File: src/rtl/spm_pkg.sv
package spm_pkg;
    localparam int NSTS     = 3;
    localparam int STS_DPE  = 0;
    localparam int STS_MDPE = 1;
    localparam int STS_SSE  = 2;

    typedef struct packed {
        logic dpe;
        logic mdpe;
        logic sse;
    } spm_cause_t;

    typedef struct packed {
        logic [NSTS-1:0] sts;
        logic            serr;
    } spm_state_t;
endpackage

File: src/rtl/spm_qualify.sv
module spm_qualify
    import spm_pkg::*;
(
    input  logic       adr_perr_i,
    input  logic       rd_dperr_i,
    input  logic       wr_perr_i,
    input  logic       is_master_i,
    input  logic       perr_resp_en_i,
    input  logic       bctl_serr_en_i,
    input  logic       cmd_serr_en_i,
    output spm_cause_t cause_o,
    output logic       no_claim_o
);
    logic data_err;

    always_comb begin
        data_err     = rd_dperr_i | wr_perr_i;
        // any error seen on the secondary bus is recorded
        cause_o.dpe  = adr_perr_i | data_err;
        // master-side data error counts only with response enabled
        cause_o.mdpe = is_master_i & perr_resp_en_i & data_err;
        // address error escalates only when all three enables agree
        cause_o.sse  = adr_perr_i & cmd_serr_en_i & perr_resp_en_i & bctl_serr_en_i;
        // a possibly corrupted address is never accepted
        no_claim_o   = adr_perr_i;
    end
endmodule

File: src/rtl/spm_status_bank.sv
module spm_status_bank
    import spm_pkg::*;
(
    input  logic            clk,
    input  logic            rst_n,
    input  spm_cause_t      cause_i,
    input  logic [NSTS-1:0] w1c_i,
    output logic [NSTS-1:0] sts_o,
    output logic            serr_o
);
    spm_state_t      st_d, st_q;
    logic [NSTS-1:0] set_vec;

    always_comb begin
        set_vec           = '0;
        set_vec[STS_DPE]  = cause_i.dpe;
        set_vec[STS_MDPE] = cause_i.mdpe;
        set_vec[STS_SSE]  = cause_i.sse;
        st_d              = st_q;
        // set has priority over a clear in the same cycle
        st_d.sts          = (st_q.sts & ~w1c_i) | set_vec;
        // one pulse per cycle with any escalating cause
        st_d.serr         = cause_i.mdpe | cause_i.sse;
    end

    always_ff @(posedge clk or negedge rst_n) begin
        if (!rst_n) begin
            st_q <= '0;
        end else begin
            st_q <= st_d;
        end
    end

    assign sts_o  = st_q.sts;
    assign serr_o = st_q.serr;
endmodule

File: src/rtl/spm_par_force.sv
module spm_par_force #(
    parameter int NPAR = 4
) (
    input  logic            force_i,
    input  logic [NPAR-1:0] par_i,
    output logic [NPAR-1:0] par_o
);
    for (genvar g = 0; g < NPAR; g++) begin : g_lane
        assign par_o[g] = par_i[g] ^ force_i;
    end
endmodule

File: src/rtl/sec_parity_monitor.sv
module sec_parity_monitor
    import spm_pkg::*;
#(
    parameter int NPAR = 4
) (
    input  logic            clk,
    input  logic            rst_n,
    input  logic            adr_perr_i,
    input  logic            rd_dperr_i,
    input  logic            wr_perr_i,
    input  logic            is_master_i,
    input  logic            perr_resp_en_i,
    input  logic            bctl_serr_en_i,
    input  logic            cmd_serr_en_i,
    input  logic [NSTS-1:0] w1c_i,
    input  logic            up_bad_par_i,
    input  logic [NPAR-1:0] beat_par_i,
    output logic [NSTS-1:0] sts_o,
    output logic            serr_pulse_o,
    output logic            no_claim_o,
    output logic [NPAR-1:0] beat_par_o
);
    spm_cause_t cause;

    spm_qualify u_qualify (
        .adr_perr_i     (adr_perr_i),
        .rd_dperr_i     (rd_dperr_i),
        .wr_perr_i      (wr_perr_i),
        .is_master_i    (is_master_i),
        .perr_resp_en_i (perr_resp_en_i),
        .bctl_serr_en_i (bctl_serr_en_i),
        .cmd_serr_en_i  (cmd_serr_en_i),
        .cause_o        (cause),
        .no_claim_o     (no_claim_o)
    );

    spm_status_bank u_bank (
        .clk     (clk),
        .rst_n   (rst_n),
        .cause_i (cause),
        .w1c_i   (w1c_i),
        .sts_o   (sts_o),
        .serr_o  (serr_pulse_o)
    );

    spm_par_force #(.NPAR(NPAR)) u_force (
        .force_i (up_bad_par_i),
        .par_i   (beat_par_i),
        .par_o   (beat_par_o)
    );
endmodule

File: config.mk
export PLATFORM = sky130hd
export DESIGN_NAME = sec_parity_monitor
export DESIGN_NICKNAME = d
export VERILOG_FILES = /design/src/rtl/spm_pkg.sv /design/src/rtl/spm_qualify.sv /design/src/rtl/spm_status_bank.sv /design/src/rtl/spm_par_force.sv /design/src/rtl/sec_parity_monitor.sv
export SDC_FILE = /design/constraint.sdc
export NUM_CORES = 1
export LEC_CHECK = 0
export ABC_AREA = 0
export ABC_CLOCK_PERIOD_IN_PS = 800
export BUFFER_PORTS_ARGS = -buffer_cell sky130_fd_sc_hd__buf_2
export CAP_MARGIN = 20
export CORE_AREA = 2 2 39 41
export DETAILED_ROUTE_END_ITERATION = 6
export DIE_AREA = 0 0 41 43
export HOLD_SLACK_MARGIN = 0.08
export SYNTH_ARGS = -nofsm -noshare
export SYNTH_HDL_FRONTEND = slang
export SYNTH_SLANG_ARGS = --single-unit
export TNS_END_PERCENT = 20
File: constraint.sdc
create_clock -name clk -period 0.8 [get_ports clk]
set_clock_uncertainty 0.1 [all_clocks]
set_input_delay 0 -clock clk [delete_from_list [all_inputs] [get_ports clk]]
set_output_delay 0 -clock clk [all_outputs]
set_load 0.02 [all_outputs]
After elaboration in Yosys (flattened, before gate mapping)
Cells that the tools add are included.
{"block": "op_classes", "bitwise": 15}
{"cell": "bitwise AND 1 bit", "count": 5}
{"cell": "bitwise XOR 1 bit", "count": 4}
{"cell": "bitwise AND 3 bit", "count": 1}
{"cell": "inverter 3 bit", "count": 1}
{"cell": "OR 1 bit", "count": 3}
{"cell": "OR 3 bit", "count": 1}
{"block": "totals", "ff_bits": 4, "inputBits": 17}

Depth between registers and ports, before layout
{"block": "logic_depth", "depth_word": 4, "ltp_mapped": 2}

By module
A second synthesis with hierarchy kept.
{"block": "unflattened", "hier_cells": 19, "hier_area_um2": 207.7}
{"module": "spm_status_bank", "area_each_um2": 140.1, "instances": 1, "cells_each": 11, "seq_area_each_um2": 100.1}
{"module": "spm_par_force", "area_each_um2": 35.0, "instances": 1, "cells_each": 4, "seq_area_each_um2": 0.0}
{"module": "spm_qualify", "area_each_um2": 32.5, "instances": 1, "cells_each": 4, "seq_area_each_um2": 0.0}

Worst setup path before layout
No wires, ideal clock.
{"block": "synth_path", "kind": "register -> register", "from": "reg u_bank.st_q, in the netlist u_bank.sts_o[1]", "to": "reg u_bank.st_q, in the netlist u_bank.sts_o[1]", "arrival_ps": 564, "stages_incl_launch_ff": 3, "n_path_buf": 0, "path_slack_ps": 2, "setup_time_ps": 134, "synth_period_minus_slack_ps": 798, "path_cell_list": "dfrtp_1 inv_1 o21ai_0"}
{"item": "start, declared", "line_no": "spm_status_bank.sv:11", "source": "spm_state_t st_d, st_q;"}
{"item": "start signal, assigned", "line_no": "spm_status_bank.sv:30", "source": "st_q <= st_d;"}

Worst setup path after layout
{"block": "layout_path", "from": "reg u_bank.st_q, in the netlist u_bank.sts_o[1]", "to": "out sts_o[1]"}
{"item": "end, declared", "line_no": "sec_parity_monitor.sv:18", "source": "output logic [NSTS-1:0] sts_o,"}
No word-level cell between the ends.

==> impl_metrics.py <==
metrics = {
    "logic_synthesis": {
        "netlist_instances": 19,
        "ys_ff_latch": 4,
        "yosysTopAreaCellShare_pct": 52.3,
        "synth-warning-count": 0,
        "synth_cell_types": 9,
        "synthTopCellsByArea": "dfrtp_1 52%, xor2_1 18%, o21ai_0 7.8%, inv_1 5.9%, buf_4 3.9%",
        "synth_top_cell_by_area": "dfrtp_1",
        "syn-num-nets": 36,
        "ys_seq_area_share_pct": 52.3,
        "synth.avg_cell_area_sq_um": 10.1,
        "mappedNetlistArea_sq_um": 191,
    },
    "cells_and_area": {
        "final_common_cell": "buf_2",
        "syn2layout_area_growth_pct": 114,
        "ff_latch_area_sq_um": 100,
        "mostFrequentLayoutCells": "22 x buf_2, 4 x xor2_1, 4 x dlygate4sd3_1, 4 x dfrtp_1",
        "nFillCells": 155,
        "multiInputGateArea_sq_um": 72.6,
        "layout.nets": 69,
        "utilization_pct": 29.7,
        "antenna_cells": 0,
        "final_area_sq_um": 410,
        "drive_gt1_share_pct": 56.0,
    },
    "timing": {
        "maxSlewViolCount": 0,
        "max-slew-margin-rel_pct": 85.5,
        "hold_viol_final": 3,
        "holdWs_ns": -0.106,
        "setup_ws_ns": -0.0529,
        "setup_viol": 4,
        "rsz0062_at_grt": "yes",
        "max_freq_ghz": 1.17,
        "finalCritPeriodShare_pct": 107,
        "worstMarginPinSlew_ns": 0.217,
        "min_period_ns": 0.853,
    },
    "clock_network": {
        "cts_sinks": 4,
        "clockBufferDepth": 2,
        "htree_levels": 1,
        "cts_tree": "done",
        "post_cts_buffers": 0,
        "clock_tree.root_cell": "clkbuf_4",
        "hold_buffers": 4,
        "clk_latency_ns": 0.23,
        "cts_made_buffers": 3,
        "clkSlewWorstSetupHoldPaths_ns": 0.04,
    },
    "setup_path": {
        "crit_path_max_fanout": 2,
        "cp_slowest_cell": "dfrtp_1",
        "r2r_slack_ns": 0.04,
        "reg2reg_depth": 2,
        "crit_path_start": "u_bank.sts_o[1]",
        "path_delay_family": "flip-flops",
        "worstSetupPathType": "reg -> out",
        "slowest_delay_ns": 0.39,
        "crit_path_start_kind": "flop",
        "r2r-start": "u_bank.sts_o[2]",
        "path_buf_inv": 1,
        "cp_data_required_time_ns": 0.70,
        "cp-end-kind": "output pin",
        "path_cells": "buf_6",
        "r2r-end": "u_bank.sts_o[2]",
        "critical_path_arrival_ns": 0.75,
    },
    "drt": {
        "via_count": 239,
        "viasPerCell": 3.62,
        "drt-wirelength-per-cell_um": 8.35,
        "wirelength_um": 551,
        "route.detailed.drc": 0,
        "detail-route-antenna-nets": 0,
        "first_pass_iters": 1,
        "dr.first_iter.drc_count": 0,
    },
    "floorplanning": {
        "ios": 26,
        "coreArea_sq_um": 1380,
        "fp-row-count": 14,
        "dieArea_sq_um": 1760,
        "die_y_um": 43,
        "die_x_um": 41,
        "start_util_pct": 13.8,
    },
    "placement": {
        "gp_congestion": 0.552,
        "io_buffers": 25,
        "dpl_worst_slack_ns": 0.0706,
        "dpl_cell_area_sq_um": 329,
    },
    "power_and_ir_drop": {
        "ir_drop_mv": 0.331,
        "p_per_area_nw_per_um2": 1580,
        "power_uw": 647,
        "p_leak_uw": 0.000228,
    },
    "status": {
        "violations": "hold timing, setup timing",
        "status": "finished, violations left",
    },
    "global_routing": {
        "grt_pass1_wl_um": 752,
        "first_global_vias": 199,
        "grt_max_degree": 5,
        "overflow": 0,
        "grt_usage_pct": 7.03,
        "antenna_found_initial": 0,
    },
    "hold_path": {
        "min_from": "rd_dperr_i",
        "whs_path_depth": 3,
        "hold_path_class": "in -> reg",
        "hold_path_end": "u_bank.sts_o[0]",
    },
    "run": {
        "maxCapViolCount": 0,
    },
}
-- stage by stage --
step                setup TNS (ns)  cells
global route                -0.238     66
global placement                 0     59
floorplan                        0     19
finish                      -0.163     66
CTS                         -0.215     66
detailed placement               0     59
-- Yosys cell counts --
cell type  instances
buf_4              1
dfrtp_1            4
inv_1              3
nand2_1            1
nand4_1            1
nor3_1             1
o211ai_1           1
o21ai_0            3
xor2_1             4
-- where the power goes --
| part | leakage [uW] | internal (uW) | total [uW] | switching [uW] |
|---|---|---|---|---|
| Combinational | 0.000166 | 88.6 | 182 | 93.1 |
| Sequential | 0.0000481 | 216 | 223 | 7.32 |
| Clock | 0.0000138 | 167 | 242 | 74.8 |
| Total | 0.000228 | 472 | 647 | 175 |
-- state kept, by name, indices dropped and copies added (netlist names) --
signal         count
u_bank.sts_o       3
u_bank.serr_o      1
-- how the worst max path moves through the flow --
stage	to	slack, ns	cells after the start
4_1_cts	sts_o[1]	-0.06	1
2_1_floorplan	u_bank.sts_o[1]	0.002	2
3_5_place_dp	u_bank.sts_o[2]	0.07	2
3_3_place_gp	u_bank.sts_o[1]	0.09	2
6_report	sts_o[1]	-0.05	1
5_1_grt	sts_o[1]	-0.07	1
-- per-layer routing --
layer | part of all wire (%) | GRT usage, %
met1 | 39 | 7.72
met2 | 53 | 8.75
met3 | 7.6 | 0
met4 | 0 | 12.0
met5 | 0 | 0
-- what timing repair did --
item	CTS	global route
hold endpoints to repair	8	8
cloned	0	0
resized for setup	6	0
setup endpoints to repair	4	4
-- final cells by class --
cell class	count	share of cell area [%]
timing repair buffer	29	44.8
sequential	4	24.4
multi-input combinational	11	17.7
clock buffer	3	5.49
tap	16	4.88
inverter	3	2.74
-- cell families (layout without fill, tap and decap cells) --
group,Yosys count,in the layout,synth area share (%)
XOR/XNOR,4,4,18.3
AND/OR/NAND/NOR,3,3,7.84
buffers and inverters,4,35,9.80
AO/OA/AOI/OAI,4,4,11.8
flip-flops,4,4,52.3
No activity file was read; power rests on OpenSTA's default activity.
